<file path="src/rtl/stash_win_pkg.sv">
package stash_win_pkg;
    localparam int ADDR_W    = 28;
    localparam int LO_W      = 24;
    localparam int HI_W      = ADDR_W - LO_W;
    localparam int SIZE_W    = 5;
    localparam int DATA_W    = 32;
    localparam int NUM_WIN   = 4;
    localparam int WIN_IDX_W = $clog2(NUM_WIN);
    localparam int NUM_REGS  = 3;

    typedef enum logic [1:0] {
        SEL_BASE_LO = 2'd0,
        SEL_BASE_HI = 2'd1,
        SEL_CTRL    = 2'd2,
        SEL_NONE    = 2'd3
    } reg_sel_e;

    typedef struct packed {
        logic [ADDR_W-1:0]   base;
        logic                en;
        logic [SIZE_W-1:0]   size;
        logic [NUM_REGS-1:0] written;
    } win_cfg_t;

    // Clamp the size field to the address width.
    function automatic logic [SIZE_W-1:0] clamp_size(input logic [SIZE_W-1:0] sz);
        return (sz > SIZE_W'(ADDR_W)) ? SIZE_W'(ADDR_W) : sz;
    endfunction

    // Bits at or above the effective size take part in the compare.
    function automatic logic [ADDR_W-1:0] size_mask(input logic [SIZE_W-1:0] sz);
        logic [SIZE_W-1:0] eff;
        logic [ADDR_W-1:0] m;
        eff = clamp_size(sz);
        for (int i = 0; i < ADDR_W; i++) begin
            m[i] = (i >= int'(eff));
        end
        return m;
    endfunction
endpackage

</file>
<file path="src/rtl/stash_win_regs.sv">
module stash_win_regs
    import stash_win_pkg::*;
(
    input  logic              clk,
    input  logic              rst,
    input  logic              wr_en,
    input  reg_sel_e          wr_sel,
    input  logic [DATA_W-1:0] wr_data,
    output win_cfg_t          cfg,
    output logic              active
);
    win_cfg_t cfg_q;

    always_ff @(posedge clk) begin
        if (rst) begin
            cfg_q <= '0;
        end else if (wr_en) begin
            unique case (wr_sel)
                SEL_BASE_LO: begin
                    cfg_q.base[LO_W-1:0] <= wr_data[LO_W-1:0];
                    cfg_q.written[0]     <= 1'b1;
                end
                SEL_BASE_HI: begin
                    cfg_q.base[ADDR_W-1:LO_W] <= wr_data[HI_W-1:0];
                    cfg_q.written[1]          <= 1'b1;
                end
                SEL_CTRL: begin
                    cfg_q.en         <= wr_data[0];
                    cfg_q.size       <= wr_data[SIZE_W:1];
                    cfg_q.written[2] <= 1'b1;
                end
                default: ;
            endcase
        end
    end

    assign cfg    = cfg_q;
    assign active = cfg_q.en && (&cfg_q.written);

    // a window can only turn active through a register write
    assert_active_after_write_R2: assert property (@(posedge clk) disable iff (rst)
        $rose(active) |-> $past(wr_en));
endmodule

</file>
<file path="src/rtl/stash_win_cmp.sv">
module stash_win_cmp
    import stash_win_pkg::*;
(
    input  win_cfg_t          cfg,
    input  logic              active,
    input  logic [ADDR_W-1:0] addr,
    output logic              hit
);
    logic [ADDR_W-1:0] mask;

    always_comb begin
        mask = size_mask(cfg.size);
        hit  = active && (((addr ^ cfg.base) & mask) == '0);
    end
endmodule

</file>
<file path="src/rtl/stash_win_match.sv">
module stash_win_match
    import stash_win_pkg::*;
#(
    parameter int N_WIN = NUM_WIN,
    localparam int IDX_W = (N_WIN > 1) ? $clog2(N_WIN) : 1
) (
    input  logic              clk,
    input  logic              rst,
    input  logic              reg_we,
    input  logic [IDX_W-1:0]  reg_win,
    input  logic [1:0]        reg_sel,
    input  logic [DATA_W-1:0] reg_wdata,
    input  logic              req_valid,
    input  logic [ADDR_W-1:0] req_addr,
    output logic              out_valid,
    output logic              out_hit,
    output logic [IDX_W-1:0]  out_win,
    output logic              out_lock
);
    logic [N_WIN-1:0] match_vec;
    logic             any_hit;
    logic [IDX_W-1:0] first_idx;

    for (genvar g = 0; g < N_WIN; g++) begin : g_win
        win_cfg_t cfg;
        logic     active;
        logic     wr_en;

        assign wr_en = reg_we && (reg_win == IDX_W'(g));

        stash_win_regs u_regs (
            .clk     (clk),
            .rst     (rst),
            .wr_en   (wr_en),
            .wr_sel  (reg_sel_e'(reg_sel)),
            .wr_data (reg_wdata),
            .cfg     (cfg),
            .active  (active)
        );

        stash_win_cmp u_cmp (
            .cfg    (cfg),
            .active (active),
            .addr   (req_addr),
            .hit    (match_vec[g])
        );
    end

    // Lowest index wins: scan downward so the last assignment is the lowest.
    always_comb begin
        any_hit   = |match_vec;
        first_idx = '0;
        for (int i = N_WIN - 1; i >= 0; i--) begin
            if (match_vec[i]) first_idx = IDX_W'(i);
        end
    end

    always_ff @(posedge clk) begin
        if (rst) begin
            out_valid <= 1'b0;
            out_hit   <= 1'b0;
            out_win   <= '0;
            out_lock  <= 1'b0;
        end else begin
            out_valid <= req_valid;
            out_hit   <= req_valid && any_hit;
            out_win   <= (req_valid && any_hit) ? first_idx : '0;
            out_lock  <= req_valid && any_hit;
        end
    end

    assert_valid_delay_R7: assert property (@(posedge clk) disable iff (rst)
        req_valid |=> out_valid);
    assert_no_spurious_valid_R7: assert property (@(posedge clk) disable iff (rst)
        !req_valid |=> !out_valid);
    assert_hit_qualified_R7: assert property (@(posedge clk) disable iff (rst)
        !out_valid |-> (!out_hit && !out_lock));
    assert_lock_follows_hit_R8: assert property (@(posedge clk) disable iff (rst)
        out_valid |-> (out_lock == out_hit));
    assert_lowest_wins_R6: assert property (@(posedge clk) disable iff (rst)
        (req_valid && match_vec[0]) |=> (out_hit && out_win == '0));
endmodule

</file>
<file path="config.mk">
export PLATFORM = sky130hd
export DESIGN_NAME = stash_win_match
export DESIGN_NICKNAME = d
export VERILOG_FILES = /design/src/rtl/stash_win_pkg.sv /design/src/rtl/stash_win_regs.sv /design/src/rtl/stash_win_cmp.sv /design/src/rtl/stash_win_match.sv
export SDC_FILE = /design/constraint.sdc
export NUM_CORES = 1
export LEC_CHECK = 0
export BUFFER_PORTS_ARGS = -buffer_cell sky130_fd_sc_hd__buf_2
export CORE_ASPECT_RATIO = 0.5
export CORE_MARGIN = 2
export CORE_UTILIZATION = 48
export DETAILED_ROUTE_END_ITERATION = 8
export HOLD_SLACK_MARGIN = 0.12
export PLACE_DENSITY = 0.73
export SYNTH_ARGS = -nofsm -noshare
export SYNTH_HDL_FRONTEND = slang
export SYNTH_SLANG_ARGS = --single-unit
</file>
<file path="constraint.sdc">
create_clock -name clk -period 3.2 [get_ports clk]
set_input_delay 0.16 -clock clk [delete_from_list [all_inputs] [get_ports clk]]
set_output_delay 0.16 -clock clk [all_outputs]
set_load 0.05 [all_outputs]
</file>
==> results.json, run 1 <==
{
  "placed_cells": 1173,
  "grt_pass1_vias": 6402,
  "drv_cap": 0,
  "setup_viol": 0,
  "cp-start-kind": "flop",
  "layout_commonest_cell": "nand2_1",
  "critPathKind": "flop to flop",
  "synthesis.nets": 1040,
  "syn_avg_cell_area_um2": 7.87,
  "grtUsageTotal_pct": 29.9,
  "gp_congestion": 0.938,
  "cts_setup_buffers": 0,
  "via_per_inst": 5.81,
  "grt_pass1_wl_um": 37800,
  "antenna_left": 0,
  "area_growth_pct": 14.9,
  "arrival_ns": 2.90,
  "hold_buffers": 21,
  "tightest_slew_ns": 1.22,
  "finalSetupTns_ns": 0,
  "peakVddDrop_v": 0.000410,
  "wl_per_cell_um": 20.4,
  "skew_ns": 0.00760,
  "fin_hold_ws_ns": 0.131,
  "io_pins": 73,
  "port_buffers": 64,
  "htree_levels": 4,
  "nNetsFinal": 1077,
  "synth_edf_count": 0,
  "cts_sinks": 152,
  "synth_top_area_cell": "dfxtp_1",
  "dp_hpwl_um": 17700,
  "crit_required_ns": 3.52,
  "syn_inst": 972,
  "rows": 32,
  "fp.dieH_um": 93.2,
  "antenna_found_initial": 0,
  "synth_area_leaders": "dfxtp_1 (40%), nand2_1 (10%), a21oi_1 (8.2%), xnor2_1 (6.8%), xor2_1 (6.1%)",
  "final_cells": 1226,
  "yosysSeqAreaShare_pct": 39.8,
  "hp-class": "input pin to flop",
  "powerDensity_mw_per_mm2": 496,
  "clock_latency_ns": 0.43,
  "cts_buffer_depth": 2,
  "syn_area_mm2": 0.00764,
  "synth_top_area_share_pct": 39.8,
  "leakagePower_nw": 3.18,
  "drv_slew": 0,
  "drt_wl_total_um": 25000,
  "drive_above_1_share_pct": 11.8,
  "worstSetupEndpointType": "flop",
  "vias": 7123,
  "ctsResizeCount": 0,
  "final_cell_mix": "nand2_1 (206), dfxtp_1 (152), a21oi_1 (125)",
  "fin_crit_sh_pct": 80.4,
  "die_w_um": 182,
  "diodes": 0,
  "ys_async_sr_fraction_pct": 0,
  "synthFlopType": "dfxtp_1",
  "ys_ff_latch": 152,
  "ys_types": 61,
  "detail_route.first_pass.iterations": 5,
  "fmax_ghz": 0.388,
  "ff2ff_path_depth": 7,
  "core_area_mm2": 0.0155,
  "drtIter0Drc": 707,
  "ys_warn_count": 0,
  "status": "complete, no violations",
  "endpoint": "out_win[0]$_SDFF_PP0_",
  "worstPathMaxFanout": 12,
  "path_clk_slew_ns": 0.07,
  "rsz0062_at_grt": "false",
  "finalCriticalPeriod_ns": 2.57,
  "timing.rr.end": "out_win[0]$_SDFF_PP0_",
  "grt_overflow": 0,
  "relSlewSlack_pct": 18.5,
  "initial_utilization_pct": 49.3,
  "grt_max_degree": 64,
  "cts_buffers": 17,
  "crit_path_start": "g_win[3].u_regs.cfg[4]$_SDFFE_PP0P_",
  "cts_tree": "done",
  "dieArea_mm2": 0.0170,
  "hold_viol_final": 0,
  "pre_cts_slack_ns": 0.735,
  "regToRegStartpoint": "g_win[3].u_regs.cfg[4]$_SDFFE_PP0P_",
  "setup_slack_ns": 0.626,
  "ff2ff_setup_slack_ns": 0.63,
  "clockRootBuffer": "clkbuf_16",
  "drc": 0
}
-- power by group --
group	switching, W	total, W	internal, W
clock network	0.000908	0.00200	0.00109
registers	0.0000229	0.00194	0.00192
logic	0.000272	0.000419	0.000147
-- synthesized netlist by cell type, types with 8 or more instances --
cell type,n
nand2_1,206
dfxtp_1,152
a21oi_1,125
nor2_1,83
clkbuf_1,70
xnor2_1,59
xor2_1,53
mux2i_1,40
o21ai_0,23
nand3_1,13
nor3_1,9
inv_1,8
nand4_1,8
-- per-stage QoR --
| stage | utilization (%) | power [W] | instance area (µm²) |
|---|---|---|---|
| 2_1_floorplan | - | 0.00220 | 7640 |
| 3_3_place_gp | 51.7 | 0.00236 | 8010 |
| 6_report | 56.7 | 0.00436 | 8790 |
| 4_1_cts | 56.7 | 0.00434 | 8790 |
| 5_1_grt | 56.7 | 0.00446 | 8790 |
| 3_5_place_dp | 51.7 | 0.00237 | 8010 |
-- per-layer routing --
layer | track usage, % | vias to the layer above | wire length [µm] | share of wire (%)
met4 | 6.92 | 0 | 276 | 1.1
met1 | 44.2 | 3412 | 11900 | 48
met3 | 7.90 | 26 | 2660 | 11
met2 | 43.2 | 333 | 10200 | 41
li1 | - | 3352 | - | -
met5 | 0 | - | 0 | 0
-- sequential cells by signal, indices dropped and copies added (netlist names) --
| name | flops |
|---|---|
| out_win | 2 |
| out_valid | 1 |
| g_win.u_regs.cfg | 148 |
| out_lock | 1 |
-- worst max-delay path: stages (launching register included) --
cell and delay, ns:
dfxtp_1 0.57, and2_1 0.33, nand2_1 0.09, a221oi_1 0.33, o2111ai_1 0.19, a211oi_1 0.48, o41ai_1 0.19, a21oi_1 0.28
-- kinds of logic (layout without fill, tap and decap cells) --
group | Yosys count | count (layout) | share of synthesized area (%)
buffers and inverters | 93 | 143 | 5.06
muxes | 40 | 40 | 5.24
adders and majority gates | 3 | 3 | 0.393
and+or+nand+nor | 351 | 351 | 19.2
DFF | 152 | 152 | 39.8
AOI/OAI and AO/OA | 221 | 221 | 17.5
xor gates and xnor gates | 112 | 112 | 12.8
-- how the worst min path moves through the flow --
stage,start,to,slack [ns],cells after the start
2_1_floorplan,req_valid,out_lock$_SDFF_PP0_,0.29,2
3_3_place_gp,g_win[0].u_regs.cfg[2]$_SDFFE_PP0P_,g_win[0].u_regs.cfg[2]$_SDFFE_PP0P_,0.43,2
3_5_place_dp,reg_wdata[14],g_win[3].u_regs.cfg[23]$_SDFFE_PP0P_,0.44,3
4_1_cts,reg_wdata[0],g_win[3].u_regs.cfg[9]$_SDFFE_PP0P_,0.12,3
5_1_grt,reg_wdata[0],g_win[3].u_regs.cfg[9]$_SDFFE_PP0P_,0.14,3
6_report,reg_wdata[0],g_win[1].u_regs.cfg[9]$_SDFFE_PP0P_,0.13,3
-- final cells by class --
class | count | area [µm²]
Timing Repair Buffer | 101 | 653
Clock inverter | 14 | 138
Clock buffer | 18 | 429
Multi-Input combinational cell | 727 | 4230
Sequential cell | 152 | 3040
Inverter | 10 | 37.5
Fill cell | 1419 | 6710
Tap cell | 204 | 255
No activity file was read; power rests on OpenSTA's default activity.
==> inputs of run 2 (changes only) <==
- ABC_AREA: unset -> 1
- PLACE_DENSITY: 0.73 -> 0.75
- clock period: 3.2 -> 2.1 ns (I/O delays scaled with it)
==> results.json, run 2 <==
{
  "status": "complete, no violations",
  "hold_viol_final": 0,
  "ys_warn_count": 0,
  "drc": 0,
  "cts_sinks": 152,
  "powerDensity_mw_per_mm2": 734,
  "ys_types": 30,
  "grtUsageTotal_pct": 31.3,
  "htree_levels": 4,
  "die_w_um": 187,
  "yosysSeqAreaShare_pct": 37.7,
  "port_buffers": 64,
  "dieArea_mm2": 0.0179,
  "syn_inst": 1259,
  "ys_ff_latch": 152,
  "cpMaxStageDelayCell": "dfxtp_1",
  "antenna_found_initial": 0,
  "finalCriticalPeriod_ns": 1.89,
  "grt_pass1_wl_um": 42200,
  "crit_top_cell": "nor2_1",
  "crit_buf_inv": 1,
  "initial_utilization_pct": 49.2,
  "syn_avg_cell_area_um2": 6.42,
  "crit_required_ns": 2.46,
  "synthesis.nets": 1327,
  "io_pins": 73,
  "drive_above_1_share_pct": 9.81,
  "drv_slew": 0,
  "path_clk_slew_ns": 0.07,
  "cts_buffers": 17,
  "peakVddDrop_v": 0.000595,
  "dp_hpwl_um": 19700,
  "vias": 8381,
  "rsz0062_at_grt": "false",
  "critPathKind": "flop to flop",
  "synth_top_area_cell": "dfxtp_1",
  "worstPathMaxFanout": 6,
  "hp-class": "input pin to flop",
  "synth_commonest_cells": "nand2_1 (262), nor2_1 (216), o21ai_0 (168)",
  "detail_route.first_pass.iterations": 5,
  "syn_area_mm2": 0.00808,
  "ys_async_sr_fraction_pct": 0,
  "power_w": 0.00694,
  "rows": 33,
  "layout_commonest_cell": "nand2_1",
  "antenna_left": 0,
  "synth_top_area_share_pct": 37.7,
  "arrival_ns": 2.25,
  "tightest_slew_ns": 0.777,
  "fmax_ghz": 0.530,
  "grt_overflow": 0,
  "via_per_inst": 5.33,
  "wl_per_cell_um": 17.5,
  "finalSetupTns_ns": 0,
  "final_cell_mix": "nand2_1 (262), nor2_1 (216), o21ai_0 (168)",
  "cpPeakStageDelay_ns": 0.48,
  "cts_setup_buffers": 0,
  "clock_latency_ns": 0.44,
  "drt_wl_total_um": 27500,
  "cts_tree": "done",
  "grt_pass1_vias": 7412,
  "setup_viol": 0,
  "skew_ns": 0.0153,
  "relSlewSlack_pct": 48.1,
  "core_area_mm2": 0.0164,
  "cp-start-kind": "flop",
  "grt_max_degree": 93,
  "diodes": 0,
  "largest_reg_flops": 148,
  "synth_most_common_cell": "nand2_1",
  "crit_family": "simple AND/OR/NAND/NOR gates",
  "synthFlopType": "dfxtp_1",
  "worstSetupEndpointType": "flop",
  "drtIter0Drc": 869,
  "synth_area_leaders": "dfxtp_1 (38%), nand2_1 (12%), o21ai_0 (10%), nor2_1 (10%), inv_1 (6.8%)",
  "fin_crit_sh_pct": 89.8,
  "nNetsFinal": 1400,
  "drv_cap": 0,
  "leakagePower_nw": 4.42,
  "path_cells": "inv_2, o21ai_0, nor2_1, a21oi_1, nand3_1, nor2_1, nand3_1, nand2_1, o21ai_2, nor2_1",
  "cts_buffer_depth": 2,
  "gp_congestion": 0.972,
  "area_growth_pct": 16.9,
  "fp.dieH_um": 95.7,
  "synth_edf_count": 0,
  "clockRootBuffer": "clkbuf_16"
}
==> run 2: cell count changes after synthesis, sizes merged, moves of 32 or more <==
cell / before / now
mux2i: 40 / 0
xnor2: 59 / 24
o21ai: 24 / 170
nor2: 83 / 216
nand3: 13 / 55
nand2: 206 / 265
clkbuf: 70 / 38
inv: 10 / 149
==> run 2: timing repair <==
| item | CTS | global route |
|---|---|---|
| endpoints found under the hold margin | 112 | 0 |
| hold buffers | 26 | 0 |
| setup endpoints to repair | 0 | 3 |
| gates resized for setup | 0 | 3 |
==> run 2: final cells by class <==
type                            instances  area [µm²]
Timing Repair Buffer                  112         758
Clock buffer                           18         439
Fill cell                            1565        6990
Inverter                              151         572
Multi-Input combinational cell        898        4200
Clock inverter                         14         150
Sequential cell                       152        3050
Tap cell                              227         284
==> run 2: path summary, 6_finish.rpt <==
kind,start,to,slack [ns],depth (start not counted)
setup / recovery,g_win[1].u_regs.cfg[6]$_SDFFE_PP0P_,out_win[0]$_SDFF_PP0_,0.21,10
hold / removal,reg_win[0],g_win[1].u_regs.cfg[2]$_SDFFE_PP0P_,0.13,5
setup reg to reg,g_win[1].u_regs.cfg[6]$_SDFFE_PP0P_,out_win[0]$_SDFF_PP0_,0.21,10
hold reg to reg,g_win[0].u_regs.cfg[9]$_SDFFE_PP0P_,g_win[0].u_regs.cfg[9]$_SDFFE_PP0P_,0.46,2
==> run 2: logic make-up after synthesis <==
group,count (synthesis),share of synthesized area (%)
buf+inv,209,10.4
simple gates,560,27.6
compound gates,272,17.1
xor+xnor,66,7.15
flops,152,37.7
==> run 2: worst min-delay path, delay by kind of cell <==
kind                   cells  cell delay [ns]
AND/OR/NAND/NOR            4             0.31
buffers and inverters      1             0.11
==> run 2: per-layer routing <==
| layer | part of all wire (%) | GRT usage, % | routed length (µm) | vias up |
|---|---|---|---|---|
| li1 | - | - | - | 4121 |
| met1 | 47 | 46.1 | 12900 | 3768 |
| met2 | 39 | 46.3 | 10900 | 437 |
| met3 | 11 | 5.43 | 3080 | 55 |
| met4 | 2.5 | 10.4 | 675 | 0 |
| met5 | 0 | 0 | 0 | - |
==> run 2: stage by stage <==
step,cells,hold slack [ns],setup slack (ns),cell area [µm²],util [%]
after floorplan,1259,0.174,0.640,8080,-
after CTS,1572,0.132,0.140,9440,57.5
after global routing,1572,0.162,0.0572,9450,57.5
after detailed placement,1514,0.337,0.172,8590,52.3
final,1572,0.133,0.215,9450,57.5
after global placement,1514,0.334,0.188,8590,52.3
==> run 2: power breakdown <==
part | switching (W) | leakage, nW | internal [W]
sequential | 0.0000470 | 1.23 | 0.00294
clock | 0.00146 | 0.288 | 0.00172
combinational | 0.000508 | 2.90 | 0.000263
==> inputs of run 3 (changes only) <==
- CORE_MARGIN: 2 -> unset
- PLACE_DENSITY: 0.75 -> 0.73
- clock period: 2.1 -> 2.4 ns (I/O delays scaled with it)
==> results.json, run 3 (synthesized netlist as in run 2, its figures left out) <==
{
  "ctsResizeCount": 0,
  "drive_above_1_share_pct": 8.72,
  "vias": 8446,
  "worstSetupEndpointType": "flop",
  "detail_route.first_pass.iterations": 5,
  "drv_slew": 0,
  "powerDensity_mw_per_mm2": 669,
  "crit_required_ns": 2.73,
  "finalCriticalPeriod_ns": 1.99,
  "ff2ff_path_depth": 11,
  "die_w_um": 185,
  "drt_wl_total_um": 27600,
  "grt_max_degree": 58,
  "drv_cap": 0,
  "path_cells": "nand3_1, nand3_1, nand2_1, nor2_1, nand3_1, nand2_1, nand4_1, nand2_1, nand2_1, nand2_1, nor2_1",
  "critPathKind": "flop to flop",
  "io_pins": 73,
  "p_seq_share_pct": 41.7,
  "cts_buffers": 17,
  "largest_reg_flops": 148,
  "power_w": 0.00629,
  "placed_cells": 1504,
  "port_buffers": 64,
  "drtIter0Drc": 885,
  "cpMaxStageDelayCell": "dfxtp_1",
  "timing.rr.end": "out_win[0]$_SDFF_PP0_",
  "hold_buffers": 22,
  "cts_tree": "done",
  "dp_hpwl_um": 20100,
  "cts_buffer_depth": 2,
  "nNetsFinal": 1386,
  "combinationalPowerShare_pct": 10.6,
  "antenna_found_initial": 0,
  "path_clk_slew_ns": 0.07,
  "core_area_mm2": 0.0164,
  "cts_setup_buffers": 0,
  "wl_per_cell_um": 17.7,
  "layout_commonest_cell": "nand2_1",
  "fin_crit_sh_pct": 82.8,
  "final_cells": 1557,
  "grt_pass1_wl_um": 42600,
  "tightest_slew_ns": 1.29,
  "switching_power_w": 0.00161,
  "sw_frac_of_total_pct": 25.6,
  "fp.dieH_um": 93.7,
  "ff2ff_setup_slack_ns": 0.41,
  "fmax_ghz": 0.503,
  "hp-class": "input pin to flop",
  "skew_ns": 0.00630,
  "cp-start-kind": "flop",
  "initial_utilization_pct": 49.2,
  "grt_overflow": 0,
  "arrival_ns": 2.31,
  "intPower_w": 0.00467,
  "drc": 0,
  "rows": 33,
  "crit_top_cell": "nand2_1",
  "holdPathStages": 3,
  "hp-start": "reg_wdata[0]",
  "status": "complete, no violations",
  "dieArea_mm2": 0.0174,
  "via_per_inst": 5.42,
  "cts_sinks": 152,
  "rsz0062_at_grt": "false",
  "fillers": 1637,
  "relSlewSlack_pct": 13.8,
  "hold_viol_final": 0,
  "grtUsageTotal_pct": 33.3,
  "worstPathMaxFanout": 11,
  "final_cell_mix": "nand2_1 (262), nor2_1 (216), o21ai_0 (168)",
  "crit_family": "simple AND/OR/NAND/NOR gates",
  "finalSetupTns_ns": 0,
  "antenna_left": 0,
  "area_growth_pct": 16.3,
  "diodes": 0,
  "leakagePower_nw": 4.37,
  "setup_viol": 0,
  "p_clk_share_pct": 47.7,
  "regToRegStartpoint": "g_win[2].u_regs.cfg[6]$_SDFFE_PP0P_",
  "htree_levels": 4,
  "clockRootBuffer": "clkbuf_16",
  "peakVddDrop_v": 0.000540,
  "cpPeakStageDelay_ns": 0.56,
  "gp_congestion": 0.972,
  "grt_pass1_vias": 7462,
  "hold-path-endpoint": "g_win[1].u_regs.cfg[9]$_SDFFE_PP0P_",
  "clock_latency_ns": 0.43,
  "crit_buf_inv": 0
}
[run 3: worst reg2reg max path, stage by stage, from the launching register on]
cell     delay (ns)
dfxtp_1        0.56
nand3_1        0.29
nand3_1        0.14
nand2_1        0.13
nor2_1         0.14
nand3_1        0.10
nand2_1        0.07
nand4_1        0.18
nand2_1        0.12
nand2_1        0.05
nand2_1        0.06
nor2_1         0.04
[run 3: power by group through the flow]
stage                     clock network (W)  logic (W)  registers, W
after floorplan                           0   0.000365       0.00266
after global placement                    0   0.000609       0.00267
after detailed placement                  0   0.000616       0.00268
after CTS                           0.00302   0.000649       0.00262
after global routing                0.00314   0.000732       0.00263
final                               0.00300   0.000666       0.00262
[run 3: layer usage]
metal | vias to the layer above | track usage, % | wire, µm
li1 | 4089 | - | -
met1 | 3928 | 49.4 | 13100
met2 | 393 | 47.4 | 11100
met3 | 36 | 7.60 | 2830
met4 | 0 | 9.57 | 545
met5 | - | 0 | 0
[run 3: metrics by stage]
step           area [µm²]  worst slack [ns]  util (%)  hold WS, ns
3_3_place_gp         8530             0.453      51.9        0.351
5_1_grt              9400             0.241      57.2        0.146
2_1_floorplan        8080             0.940         -        0.189
6_report             9400             0.412      57.2        0.138
4_1_cts              9400             0.475      57.2        0.123
3_5_place_dp         8530             0.484      51.9        0.354
[run 3: area by class of cell]
class                           count  area [µm²]  share of cell area (%)
Sequential cell                   152        3040                    32.4
Multi-Input combinational cell    898        4200                    44.7
Inverter                          151         572                    6.09
Timing Repair Buffer               98         656                    6.98
Clock buffer                       20         447                    4.75
Tap cell                          227         284                    3.02
Clock inverter                     11         198                    2.10
[run 3: worst max-delay path by stage]
stage,startpoint,endpoint,slack [ns],depth (start not counted)
6_report,g_win[2].u_regs.cfg[6]$_SDFFE_PP0P_,out_win[0]$_SDFF_PP0_,0.41,11
5_1_grt,g_win[2].u_regs.cfg[5]$_SDFFE_PP0P_,out_win[0]$_SDFF_PP0_,0.24,13
4_1_cts,g_win[2].u_regs.cfg[6]$_SDFFE_PP0P_,out_win[0]$_SDFF_PP0_,0.48,13
3_5_place_dp,g_win[2].u_regs.cfg[6]$_SDFFE_PP0P_,out_win[0]$_SDFF_PP0_,0.48,13
3_3_place_gp,g_win[2].u_regs.cfg[6]$_SDFFE_PP0P_,out_win[0]$_SDFF_PP0_,0.45,13
2_1_floorplan,g_win[0].u_regs.cfg[5]$_SDFFE_PP0P_,out_win[0]$_SDFF_PP0_,0.94,12
